==> config.mk <==
export PLATFORM = sky130hd
export DESIGN_NAME = acu_alu_core
export DESIGN_NICKNAME = d
export VERILOG_FILES = /design/src/rtl/acu_pkg.sv /design/src/rtl/acu_nibble_adder.sv /design/src/rtl/acu_logic_unit.sv /design/src/rtl/acu_decimal_adjust.sv /design/src/rtl/acu_alu_core.sv
export SDC_FILE = /design/constraint.sdc
export NUM_CORES = 1
export LEC_CHECK = 0
export BUFFER_PORTS_ARGS = -buffer_cell sky130_fd_sc_hd__buf_4
export CELL_PAD_IN_SITES_DETAIL_PLACEMENT = 0
export CELL_PAD_IN_SITES_GLOBAL_PLACEMENT = 2
export CORE_MARGIN = 3
export CORE_UTILIZATION = 37
export CTS_CLUSTER_DIAMETER = 120
export CTS_CLUSTER_SIZE = 16
export DETAILED_ROUTE_END_ITERATION = 16
export GPL_TIMING_DRIVEN = 1
export PLACE_DENSITY_LB_ADDON = 0.1
export SETUP_SLACK_MARGIN = 0.15
export SYNTH_ARGS = -nofsm -noshare
export SYNTH_HDL_FRONTEND = slang
export SYNTH_SLANG_ARGS = --single-unit
==> constraint.sdc <==
create_clock -name clk -period 1 [get_ports clk]
set_input_delay 0.15 -clock clk [delete_from_list [all_inputs] [get_ports clk]]
set_output_delay 0.15 -clock clk [all_outputs]
set_load 0.005 [all_outputs]
==> src/rtl/acu_pkg.sv <==
package acu_pkg;

   typedef enum logic [3:0] {
      OP_ADD  = 4'd0,
      OP_ADC  = 4'd1,
      OP_SUB  = 4'd2,
      OP_SBC  = 4'd3,
      OP_AND  = 4'd4,
      OP_XOR  = 4'd5,
      OP_OR   = 4'd6,
      OP_CMP  = 4'd7,
      OP_INC  = 4'd8,
      OP_DEC  = 4'd9,
      OP_DAA  = 4'd10,
      OP_CPL  = 4'd11,
      OP_SCF  = 4'd12,
      OP_CCF  = 4'd13,
      OP_RSV0 = 4'd14,
      OP_RSV1 = 4'd15
   } acu_op_e;

   // packed so that bit 3 = Z, 2 = N, 1 = H, 0 = C
   typedef struct packed {
      logic z;
      logic n;
      logic h;
      logic c;
   } acu_flags_t;

endpackage

==> src/rtl/acu_nibble_adder.sv <==
// Nibble-chained adder/subtractor; the carry out of the first nibble is the half flag.
module acu_nibble_adder #(
   parameter int DATA_W   = 8,
   parameter int NIBBLE_W = 4
) (
   input  logic [DATA_W-1:0] a_i,
   input  logic [DATA_W-1:0] b_i,
   input  logic              cin_i,
   input  logic              sub_i,
   output logic [DATA_W-1:0] sum_o,
   output logic              half_o,
   output logic              carry_o
);
   localparam int NIBBLES = DATA_W / NIBBLE_W;

   logic [NIBBLES:0]  cy;
   logic [DATA_W-1:0] b_eff;

   // subtraction as a + ~b + ~borrow; carries then mean "no borrow"
   assign b_eff = sub_i ? ~b_i : b_i;
   assign cy[0] = sub_i ? ~cin_i : cin_i;

   genvar g;
   generate
      for (g = 0; g < NIBBLES; g++) begin : g_nib
         logic [NIBBLE_W:0] part;
         assign part = {1'b0, a_i[g*NIBBLE_W +: NIBBLE_W]}
                     + {1'b0, b_eff[g*NIBBLE_W +: NIBBLE_W]}
                     + {{NIBBLE_W{1'b0}}, cy[g]};
         assign sum_o[g*NIBBLE_W +: NIBBLE_W] = part[NIBBLE_W-1:0];
         assign cy[g+1] = part[NIBBLE_W];
      end
   endgenerate

   assign half_o  = sub_i ? ~cy[1]       : cy[1];
   assign carry_o = sub_i ? ~cy[NIBBLES] : cy[NIBBLES];
endmodule

==> src/rtl/acu_logic_unit.sv <==
module acu_logic_unit
   import acu_pkg::*;
#(
   parameter int DATA_W = 8
) (
   input  acu_op_e           op_i,
   input  logic [DATA_W-1:0] a_i,
   input  logic [DATA_W-1:0] b_i,
   output logic [DATA_W-1:0] res_o
);
   always_comb begin
      unique case (op_i)
         OP_XOR:  res_o = a_i ^ b_i;
         OP_OR:   res_o = a_i | b_i;
         default: res_o = a_i & b_i;
      endcase
   end
endmodule

==> src/rtl/acu_decimal_adjust.sv <==
// Packed-BCD correction of the accumulator, steered by the incoming N, H and C.
module acu_decimal_adjust #(
   parameter int DATA_W = 8
) (
   input  logic [DATA_W-1:0] a_i,
   input  logic              n_i,
   input  logic              h_i,
   input  logic              c_i,
   output logic [DATA_W-1:0] res_o,
   output logic              c_o
);
   localparam int WIDE_W = DATA_W + 2;
   localparam logic [DATA_W-1:0] SUB_LO_FIX = 8'hFA;
   localparam logic [DATA_W-1:0] SUB_HI_FIX = 8'hA0;
   localparam logic [WIDE_W-1:0] ADD_LO_FIX = 10'h006;
   localparam logic [WIDE_W-1:0] ADD_HI_FIX = 10'h060;
   localparam logic [WIDE_W-1:0] HI_MASK    = 10'h1F0;
   localparam logic [WIDE_W-1:0] HI_LIMIT   = 10'h090;

   logic [WIDE_W-1:0] step_lo;
   logic [WIDE_W-1:0] step_hi;
   logic              lo_fix;
   logic              hi_fix;

   always_comb begin
      lo_fix  = (a_i[3:0] > 4'd9) || h_i;
      step_lo = {2'b00, a_i} + (lo_fix ? ADD_LO_FIX : '0);
      hi_fix  = ((step_lo & HI_MASK) > HI_LIMIT) || c_i;
      step_hi = step_lo + (hi_fix ? ADD_HI_FIX : '0);
      if (n_i) begin
         res_o = a_i + (h_i ? SUB_LO_FIX : '0) + (c_i ? SUB_HI_FIX : '0);
         c_o   = c_i;
      end else begin
         res_o = step_hi[DATA_W-1:0];
         c_o   = hi_fix;
      end
   end
endmodule

==> src/rtl/acu_alu_core.sv <==
module acu_alu_core
   import acu_pkg::*;
#(
   parameter int DATA_W   = 8,
   parameter int NIBBLE_W = 4,
   parameter int FLAG_W   = 4
) (
   input  logic              clk,
   input  logic              rst_n,
   input  logic [3:0]        op_i,
   input  logic [DATA_W-1:0] acc_i,
   input  logic [DATA_W-1:0] opnd_i,
   input  logic [FLAG_W-1:0] flags_i,
   output logic [DATA_W-1:0] result_o,
   output logic [FLAG_W-1:0] flags_o
);
   localparam logic [DATA_W-1:0] ONE = DATA_W'(1);

   generate
      if (DATA_W != 8) begin : g_bad_width
         $error("acu_alu_core: decimal adjust constants need DATA_W == 8");
      end
      if (NIBBLE_W * 2 != DATA_W) begin : g_bad_nibble
         $error("acu_alu_core: DATA_W must hold exactly two nibbles");
      end
      if (FLAG_W != $bits(acu_flags_t)) begin : g_bad_flags
         $error("acu_alu_core: FLAG_W must match the flag record");
      end
   endgenerate

   acu_op_e           op;
   acu_flags_t        fin;
   acu_flags_t        nxt_f;
   logic [DATA_W-1:0] nxt_res;

   logic              add_sub;
   logic              add_cin;
   logic [DATA_W-1:0] add_b;
   logic [DATA_W-1:0] add_sum;
   logic              add_half;
   logic              add_carry;
   logic [DATA_W-1:0] logic_res;
   logic [DATA_W-1:0] daa_res;
   logic              daa_c;

   always_comb begin
      op      = acu_op_e'(op_i);
      fin     = acu_flags_t'(flags_i);
      add_sub = (op == OP_SUB) || (op == OP_SBC) || (op == OP_CMP) || (op == OP_DEC);
      add_b   = ((op == OP_INC) || (op == OP_DEC)) ? ONE : opnd_i;
      add_cin = ((op == OP_ADC) || (op == OP_SBC)) ? fin.c : 1'b0;
   end

   acu_nibble_adder #(
      .DATA_W   (DATA_W),
      .NIBBLE_W (NIBBLE_W)
   ) u_adder (
      .a_i     (acc_i),
      .b_i     (add_b),
      .cin_i   (add_cin),
      .sub_i   (add_sub),
      .sum_o   (add_sum),
      .half_o  (add_half),
      .carry_o (add_carry)
   );

   acu_logic_unit #(
      .DATA_W (DATA_W)
   ) u_logic (
      .op_i  (op),
      .a_i   (acc_i),
      .b_i   (opnd_i),
      .res_o (logic_res)
   );

   acu_decimal_adjust #(
      .DATA_W (DATA_W)
   ) u_daa (
      .a_i   (acc_i),
      .n_i   (fin.n),
      .h_i   (fin.h),
      .c_i   (fin.c),
      .res_o (daa_res),
      .c_o   (daa_c)
   );

   always_comb begin
      nxt_res = acc_i;
      nxt_f   = fin;
      unique case (op)
         OP_ADD, OP_ADC: begin
            nxt_res = add_sum;
            nxt_f.z = ~|add_sum;
            nxt_f.n = 1'b0;
            nxt_f.h = add_half;
            nxt_f.c = add_carry;
         end
         OP_SUB, OP_SBC, OP_CMP: begin
            nxt_res = (op == OP_CMP) ? acc_i : add_sum;
            nxt_f.z = ~|add_sum;
            nxt_f.n = 1'b1;
            nxt_f.h = add_half;
            nxt_f.c = add_carry;
         end
         OP_AND, OP_XOR, OP_OR: begin
            nxt_res = logic_res;
            nxt_f.z = ~|logic_res;
            nxt_f.n = 1'b0;
            nxt_f.h = (op == OP_AND);
            nxt_f.c = 1'b0;
         end
         OP_INC, OP_DEC: begin
            nxt_res = add_sum;
            nxt_f.z = ~|add_sum;
            nxt_f.n = (op == OP_DEC);
            nxt_f.h = add_half;
         end
         OP_DAA: begin
            nxt_res = daa_res;
            nxt_f.z = ~|daa_res;
            nxt_f.h = 1'b0;
            nxt_f.c = daa_c;
         end
         OP_CPL: begin
            nxt_res = ~acc_i;
            nxt_f.n = 1'b1;
            nxt_f.h = 1'b1;
         end
         OP_SCF, OP_CCF: begin
            nxt_f.n = 1'b0;
            nxt_f.h = 1'b0;
            nxt_f.c = (op == OP_SCF) ? 1'b1 : ~fin.c;
         end
         default: begin
         end
      endcase
   end

   always_ff @(posedge clk or negedge rst_n) begin
      if (!rst_n) begin
         result_o <= '0;
         flags_o  <= '0;
      end else begin
         result_o <= nxt_res;
         flags_o  <= nxt_f;
      end
   end
endmodule

Yosys cells after proc, flatten, opt, wreduce, memory -nomap -nowiden. Cells that the tools add are included.

Bits in registers: 12. Bits in latches: 0. RAM bits: 0. ROM bits: 0. Bits of input ports: 26. Logic and storage cells: 78. Memories: 0.

Add/subtract/negate cells: 8. Multipliers: 0. Div/mod/pow operators: 0. Magnitude comparators: 2. Equal/unequal tests: 13. Shift operators: 0. Mux-type cells: 20. Bitwise logic cells: 9. Reduce and logical (&&, ||, !) cells: 24.

Operator list (count): 2-to-1 mux 8 bit (6); one-hot mux 8 bit (5 select lines) (1); adder 8 bit (3); == test 4 bit, second input constant (6); OR reduction 8 bit (3); == test 4 x 3 -> 1 bit, second input constant (4); inverter 8 bit (2); one-hot mux 8 bit (2 select lines) (1); OR reduction 7 bit (2); adder 4 x 4 -> 5 bit (2); adder 5 x 1 -> 5 bit (2); adder 8 x 3 -> 9 bit (1); > comparator 9 x 8 -> 1 bit, second input constant (1); OR reduction 3 bit (3); bitwise AND 8 bit (1); == test 4 x 2 -> 1 bit, second input constant (2); OR 8 bit (1); one-hot mux 1 bit (4 select lines) (2); OR reduction 4 bit (2); bitwise XOR 8 bit (1); logical OR 1 bit (7); 2-to-1 mux 7 bit (1); 2-to-1 mux 1 bit (6); one-hot mux 1 bit (3 select lines) (2); other kinds (8) (14).

Depth between registers and ports, before layout. Gate-level depths: netlist (run 1).

Depth after elaboration: 12. Gate-level depth with buffers: 20. Mapped depth without buffers: 18.

Modules after synthesis. From an unflattened synthesis (run 1), not the netlist that was laid out.

Cell total of the unflattened synthesis: 305. Area total of the unflattened synthesis: 2493.6 um2.

By module, submodules not included: acu_alu_core (times used 1, cells each 145, area each 1113.6 um2, sequential area each 300.3 um2); acu_decimal_adjust (times used 1, cells each 62, area each 555.5 um2, sequential area each 0.0 um2); acu_logic_unit (times used 1, cells each 54, area each 441.7 um2, sequential area each 0.0 um2); acu_nibble_adder (times used 1, cells each 44, area each 382.9 um2, sequential area each 0.0 um2).

Least setup slack after synthesis (run 1). Ideal clock, no wire load.

Path kind: input to register. Start: input op_i[3]. End: register flags_o[3]. Library setup time: 0.076 ns. Arrival: 4.296 ns. Data required time: 0.924 ns. Setup slack: -3.373 ns. Cell stages on the path: 20. Path buffers: 2. Cells stage by stage: buf_2 -> inv_2 -> buf_2 -> nand2_1 -> a21oi_2 -> nor2_1 -> a211o_1 -> fa_1 -> fa_1 -> a21o_1 -> a21oi_1 -> inv_1 -> fa_1 -> fa_1 -> or4_1 -> nor2_1 -> nand4_1 -> o32ai_1 -> a31oi_1 -> o21ai_1.

RTL lines: start: declaration (line acu_alu_core.sv:10) `input logic [3:0] op_i,`; end signal: assignment (line acu_alu_core.sv:145) `flags_o <= nxt_f;`; end: declaration (line acu_alu_core.sv:15) `output logic [FLAG_W-1:0] flags_o`.

==> run metrics, run 1 <==
final WL between 9 and 10 mm; ANT cells 0; placed cell area ~3700 um^2; Ports 38; CP Launch Type input port; CTS tree done; final std cells w/o fill 531; layout cell share with drive strength beyond 1 0.430; Final ANT Viol Nets 0; crit path max fanout 5; min cycle time layout between 3 and 4 ns; outcome finished with violations; Crit. End Element flip-flop; CTS Root Cell clkbuf_8; CTS HTree Levels 1; IO Port Bufs 37; ys flop type dfrtp_1; die span in x around 89 um; total gr overflow 0; Final Setup Violations 11; maximum vdd drop roughly 0.52 mV; failing checks setup timing; vias roughly 2900; Mapped Area 2550 um^2; slew margin rel. 0.760; global-route usage over all layers 0.244; Max stage delay cell, worst path fa_2; Worst EP required between 1 and 1.5 ns; CP bufs+invs 2; Starting Density 0.392; Final Hold Fails 0; cell mode on critical path fa_2; first-pass GRT wire length approximately 15 mm; Final Cell Area 4010 um^2; kind of critical path input port to flip-flop; antenna violations before repair 0; synth warn 0; cts bufs inserted 3; clock tree buffer depth 2; DRT iter0 DRCs about 170; Least-Margin Pin Slew between 0.3 and 0.4 ns; CP Cell Sequence buf_12 > nor2b_4 > and2_4 > a211o_1 > fa_2 > fa_2 > a21o_1 > a21oi_2 > inv_2 > fa_2 > fa_2 > or4_1 > nor2_1 > nand4_1 > o32ai_2 > a31oi_1 > o21ai_1; static leakage power approximately 2 nW; core area 6490 um^2; Final GP Congestion roughly 0.9; FMAX around 0.28 GHz; #FFs+latches synth 12; drt first pass iters 4; setup TNS -18.75 ns; routed vias/inst 5.47; row count 29; Clock Pin Slew Worst Setup and Hold Paths about 0.05 ns; max_cap viols 0; # DRC 0; area grow syn2layout 57.3%; Tcrit/Tclk final 3.57; Async S/R FF share, synth 1.00; vias in the first global route 2937; Die Span Y slightly below 90 um; RSZ-0062 raised after global routing true; Layout Nets 523; hold crit path type input port to async pin; PwrDens about 880 nW/um^2; number of enable flip-flop cells after synthesis 0; synth unique cells 58; Mapped Nets 392; register area share after synthesis 0.118; largest net degree at the start of global routing 21; max-slew violations 0; # clock sinks 12; drt wl/cell about 17 um; Max stage delay on crit path roughly 0.42 ns; Crit path max-delay family adder cells; dpl cells 520; DP HPWL around 7.5 mm; Post-Syn Instances about 330; post-synthesis area per instance 7.84 um^2; highest-count cells in the layout ignoring fill and taps 125 x buf_4, 34 x ha_1, 27 x a21oi_1, 24 x inv_1, 22 x nand2_1; fin util 0.617; final worst slack -2.57 ns; critical path arrival about 3.7 ns; commonest non-fill, non-tap cell in the layout buf_4; Die Area approximately 7900 um^2
==> synthesized netlist by cell type (all sizes together) (4+ instances only) <==
cell type	count	area, um^2
a211oi	12	90.1
a21o	7	52.6
a21oi	36	188
a31oi	5	31.3
and3	4	25.0
buf	14	80.1
clkbuf	8	30.0
dfrtp	12	300
fa	6	120
ha	35	438
inv	27	101
mux2i	6	60.1
nand2	25	101
nand2b	6	37.5
nand3	7	35.0
nand4	4	25.0
nor2	16	60.1
nor2b	6	37.5
nor3	5	30.0
o21ai	18	93.8
o221ai	5	43.8
o22ai	6	37.5
xnor2	17	149
==> per-layer routing <==
metal | GRT usage | routed length, um | part of all wire
met1 | 0.345 | 4030 | 0.44
met2 | 0.407 | 4300 | 0.47
met3 | 0.0194 | 594 | 0.065
met4 | 0.0582 | 205 | 0.022
met5 | 0 | 0 | 0
==> flip-flops by register name (all words and copies together) (netlist names) <==
signal    cells
flags_o       4
result_o      8
==> worst paths after layout <==
check / startpoint / endpoint / cells past startpoint
worst max-delay path: op_i[1] / flags_o[3]$_DFF_PN0_ / 17
worst min-delay path: rst_n / flags_o[1]$_DFF_PN0_ / 2
min in group clk: flags_i[2] / flags_o[3]$_DFF_PN0_ / 4
max in group asynchronous: rst_n / flags_o[3]$_DFF_PN0_ / 2
==> cells by family (layout without fill, tap and decap cells) <==
group,after synthesis,after routing,synth area share
and+or+nand+nor,86,86,0.176
muxes,9,9,0.0501
AOI/OAI and AO/OA,108,108,0.285
DFF,12,12,0.118
xor gates and xnor gates,20,20,0.0688
adders and majority gates,41,41,0.219
buffers and inverters,49,178,0.0830
==> what timing repair did <==
action	CTS	global route
pin swaps	22	11
endpoints found under the setup margin	23	23
hold buffers	1	0
endpoints found under the hold margin	12	0
setup buffers	5	2
gates resized for setup	44	7
==> stage by stage <==
stage	total power, W	worst slack (ns)	hold WS (ns)
5_1_grt	0.00380	-2.75	0.296
4_1_cts	0.00347	-2.55	0.298
6_report	0.00354	-2.57	0.299
3_3_place_gp	0.00275	-2.81	-0.0117
3_5_place_dp	0.00279	-2.89	-0.0101
2_1_floorplan	0.00175	-2.86	-0.146
==> power breakdown <==
part | internal [W] | leakage, nW | total [W] | switching [W]
clock network | 0.000262 | 0.0216 | 0.000405 | 0.000143
registers | 0.000564 | 0.144 | 0.000601 | 0.0000375
logic | 0.00137 | 1.79 | 0.00253 | 0.00115
total | 0.00220 | 1.95 | 0.00354 | 0.00133
==> area by class of cell <==
type	count	area [um^2]
Clock buffer	3	41.3
Sequential cell	12	300
Tap cell	77	96.3
Inverter	27	101
Fill cell	590	2490
Multi-Input combinational cell	264	2240
Timing Repair Buffer	148	1230
Power figures use the tool's default switching activity.
==> run 2: changes to the inputs <==
- REMOVE_ABC_BUFFERS: not set -> 1
- SYNTH_HIERARCHICAL: not set -> 1
==> run 2 against run 1 <==
The flow still finishes with violations (setup timing); synthesized area down 2.1%; largest cell class unchanged; highest routed layer unchanged; final cell count down 3.4%; hold slack worse by 0.048 ns; count of clock-buffer cells in the layout up 1; via count down 4.7%; setup slack better by 0.19 ns; critical endpoint unchanged; synthesized cell count down 6.2%; critical path type unchanged.
==> run metrics, run 2 <==
outcome finished with violations (unchanged); failing checks setup timing (unchanged); drt wl/cell 16.2 um (was 17.2 um); Ports 38 (unchanged); post-synthesis area per instance 8.18 um^2 (was 7.84 um^2); Starting Density 0.388 (was 0.392); antenna violations before repair 0 (unchanged); CP Launch Type input port (unchanged); Least-Margin Pin Slew 0.442 ns (was 0.356 ns); vias in the first global route 2781 (was 2937); RSZ-0062 raised after global routing true (unchanged); static leakage power 1.97 nW (was 1.95 nW); WHS Endpoint flags_o[3]$_DFF_PN0_; vias 2770 (was 2907); first-pass GRT wire length 13.4 mm (was 15.0 mm); most instantiated cells after synthesis 34 x ha_1, 33 x a21oi_1, 27 x inv_1 (was 35 x ha_1, 34 x a21oi_1, 25 x inv_1); critical path arrival 3.54 ns (was 3.72 ns); FMAX 0.296 GHz (was 0.280 GHz); global-route usage over all layers 0.220 (was 0.244); max reg flops 8 (unchanged); CTS Root Cell clkbuf_8 (unchanged); top cells by area, synth ha_1 17%, dfrtp_1 12%, a21oi_1 6.6% (was ha_1 17%, dfrtp_1 12%, a21oi_1 6.7%); Post-Syn Instances 305 (was 325); number of enable flip-flop cells after synthesis 0 (unchanged); final WL 8.30 mm (was 9.13 mm); synth warn 6 (was 0); Async S/R FF share, synth 1.00 (unchanged); row count 29 (unchanged); DRT iter0 DRCs 134 (was 173); Clock Pin Slew Worst Setup and Hold Paths 0.06 ns (was 0.05 ns); fin util 0.624 (was 0.617); Post-Place Setup Slack -2.98 ns (was -2.89 ns); CTS tree done (unchanged); # clock sinks 12 (unchanged); HP Start flags_i[3]; cts bufs inserted 3 (unchanged); share of the synthesized area in the top cell type 0.171 (was 0.172); PwrDens 1020 nW/um^2 (was 883 nW/um^2); Pwr Total 0.00407 W (was 0.00354 W); highest-count cells in the layout ignoring fill and taps 115 x buf_4, 32 x ha_1, 25 x a21oi_1, 23 x buf_6, 22 x inv_1 (was 125 x buf_4, 34 x ha_1, 27 x a21oi_1, 24 x inv_1, 22 x nand2_1); commonest non-fill, non-tap cell in the layout buf_4 (unchanged); layout cell share with drive strength beyond 1 0.486 (was 0.430); max_cap viols 0 (unchanged); Crit. End Element flip-flop (unchanged); sequential share of power 0.149 (was 0.170); die span in x 88.1 um (was 89.0 um); largest area contributor in the netlist ha_1 (unchanged); drt first pass iters 4 (unchanged); core area 6420 um^2 (was 6490 um^2); crit path max fanout 3 (was 5); dpl cells 493 (was 520); Mapped Area 2490 um^2 (was 2550 um^2); most frequent cell after synthesis ha_1 (unchanged); # DRC 0 (unchanged); area grow syn2layout 60.7% (was 57.3%); Internal Power 0.00259 W (was 0.00220 W); max-slew violations 0 (unchanged); Final GP Congestion 0.903 (was 0.923); Final Setup Violations 11 (unchanged); Die Area 7760 um^2 (was 7920 um^2); Tcrit/Tclk final 3.38 (was 3.57); Fillers 561 (was 590); hold crit path type input port to flip-flop (was input port to async pin); clock tree buffer depth 2 (unchanged); CP Cell Sequence buf_8 > buf_4 > nor2_4 > buf_4 > and3_4 > xnor2_1 > fa_2 > fa_2 > nand2b_4 > o2bb2ai_4 > fa_2 > inv_2 > fa_2 > or4_4 > a21oi_2 > a31oi_1 > a22oi_2 (was buf_12 > nor2b_4 > and2_4 > a211o_1 > fa_2 > fa_2 > a21o_1 > a21oi_2 > inv_2 > fa_2 > fa_2 > or4_1 > nor2_1 > nand4_1 > o32ai_2 > a31oi_1 > o21ai_1); IO Port Bufs 37 (unchanged); Crit path max-delay family adder cells (unchanged); Net Sw Power 0.00148 W (was 0.00133 W); Die Span Y 88.1 um (was 89.0 um); biggest regs result_o x8, flags_o x4 (unchanged); Largest Register result_o (unchanged); Clock power frac 0.130 (was 0.115); CTS HTree Levels 1 (unchanged); routed vias/inst 5.40 (was 5.47); Final Hold Fails 0 (unchanged); register area share after synthesis 0.120 (was 0.118); Max stage delay on crit path 0.42 ns (about the same); Layout Nets 504 (was 523); #FFs+latches synth 12 (unchanged); Worst EP required 1.16 ns (was 1.15 ns); min cycle time layout 3.38 ns (was 3.57 ns); Net Sw Frac 0.364 (was 0.377); Max stage delay cell, worst path fa_2 (unchanged); DP HPWL 6.37 mm (was 7.53 mm); CP bufs+invs 4 (was 2); slew margin rel. 0.705 (was 0.760); maximum vdd drop 0.415 mV (was 0.522 mV); ys flop type dfrtp_1 (unchanged); logic gate share of total power 0.721 (was 0.715); total gr overflow 0 (unchanged); synth unique cells 59 (was 58); final worst slack -2.38 ns (was -2.57 ns); final std cells w/o fill 513 (was 531); hold depth 3; kind of critical path input port to flip-flop (unchanged); largest net degree at the start of global routing 24 (was 21); Final ANT Viol Nets 0 (unchanged); ANT cells 0 (unchanged); cell mode on critical path fa_2 (unchanged)
run 2: changes by cell type after synthesis, sizes merged, moves of 6 or more:
cell / change
a221o: +8
clkbuf: -7
nand2: -14
a211oi: -10
nor2b: +12
o22a: +6
xor2: +9
run 2: layout make-up:
class                      count  area (um^2)  area share
multi-input combinational    247         2220       0.553
timing repair buffer         144         1230       0.307
sequential                    12          300      0.0749
inverter                      29          109      0.0272
tap                           77         96.3      0.0240
clock buffer                   4         55.1      0.0137
run 2: cell families after synthesis:
group	Yosys count	synth area share
simple gates	75	0.174
mux	5	0.0221
fa+ha+maj	41	0.227
flops	12	0.120
xor+xnor	28	0.0983
compound gates	98	0.261
buf+inv	46	0.0978
run 2: through the flow:
stage | area [um^2] | hold WS [ns] | setup TNS [ns]
after CTS | 3910 | 0.247 | -20.73
final | 4010 | 0.251 | -20.51
after floorplan | 2360 | -0.146 | -24.37
after global placement | 3420 | 0.0111 | -24.31
after global routing | 4010 | 0.241 | -21.76
after detailed placement | 3420 | 0.00952 | -25.06
run 2: repair_timing:
item                                    in CTS  in global routing
pin swaps                                   36                 20
endpoints found under the hold margin       12                  0
setup buffers                               13                  1
gates cloned                                 1                  0
endpoints found under the setup margin      23                 23
hold buffers                                 1                  0
resized for setup                           75                 26
run 2: power by group through the flow:
stage          Combinational, W  Sequential (W)  Clock, W
6_report                0.00293        0.000605  0.000529
5_1_grt                 0.00320        0.000613  0.000558
4_1_cts                 0.00280        0.000607  0.000537
3_5_place_dp            0.00226        0.000600         0
3_3_place_gp            0.00224        0.000601         0
2_1_floorplan           0.00110        0.000605         0
run 2: worst min-delay path, delay by kind of cell:
family / cells / cell delay (ns)
AO/OA/AOI/OAI: 2 / 0.21
buffers and inverters: 1 / 0.08
run 2: worst max-delay path by stage:
stage          cells after the start     from  slack (ns)                    to
2_1_floorplan                     16  op_i[2]       -3.08  flags_o[3]$_DFF_PN0_
3_3_place_gp                      17  op_i[2]       -2.85  flags_o[3]$_DFF_PN0_
3_5_place_dp                      17  op_i[2]       -2.98  flags_o[3]$_DFF_PN0_
4_1_cts                           17  op_i[2]       -2.38  flags_o[3]$_DFF_PN0_
5_1_grt                           17  op_i[2]       -2.47  flags_o[3]$_DFF_PN0_
6_report                          17  op_i[2]       -2.38  flags_o[3]$_DFF_PN0_
run 2: layer usage:
layer / part of all wire / global-route usage / vias up
li1: - / - / 1358
met1: 0.42 / 0.268 / 1301
met2: 0.50 / 0.392 / 89
met3: 0.049 / 0.0310 / 22
met4: 0.031 / 0.0783 / 0
met5: 0 / 0 / -
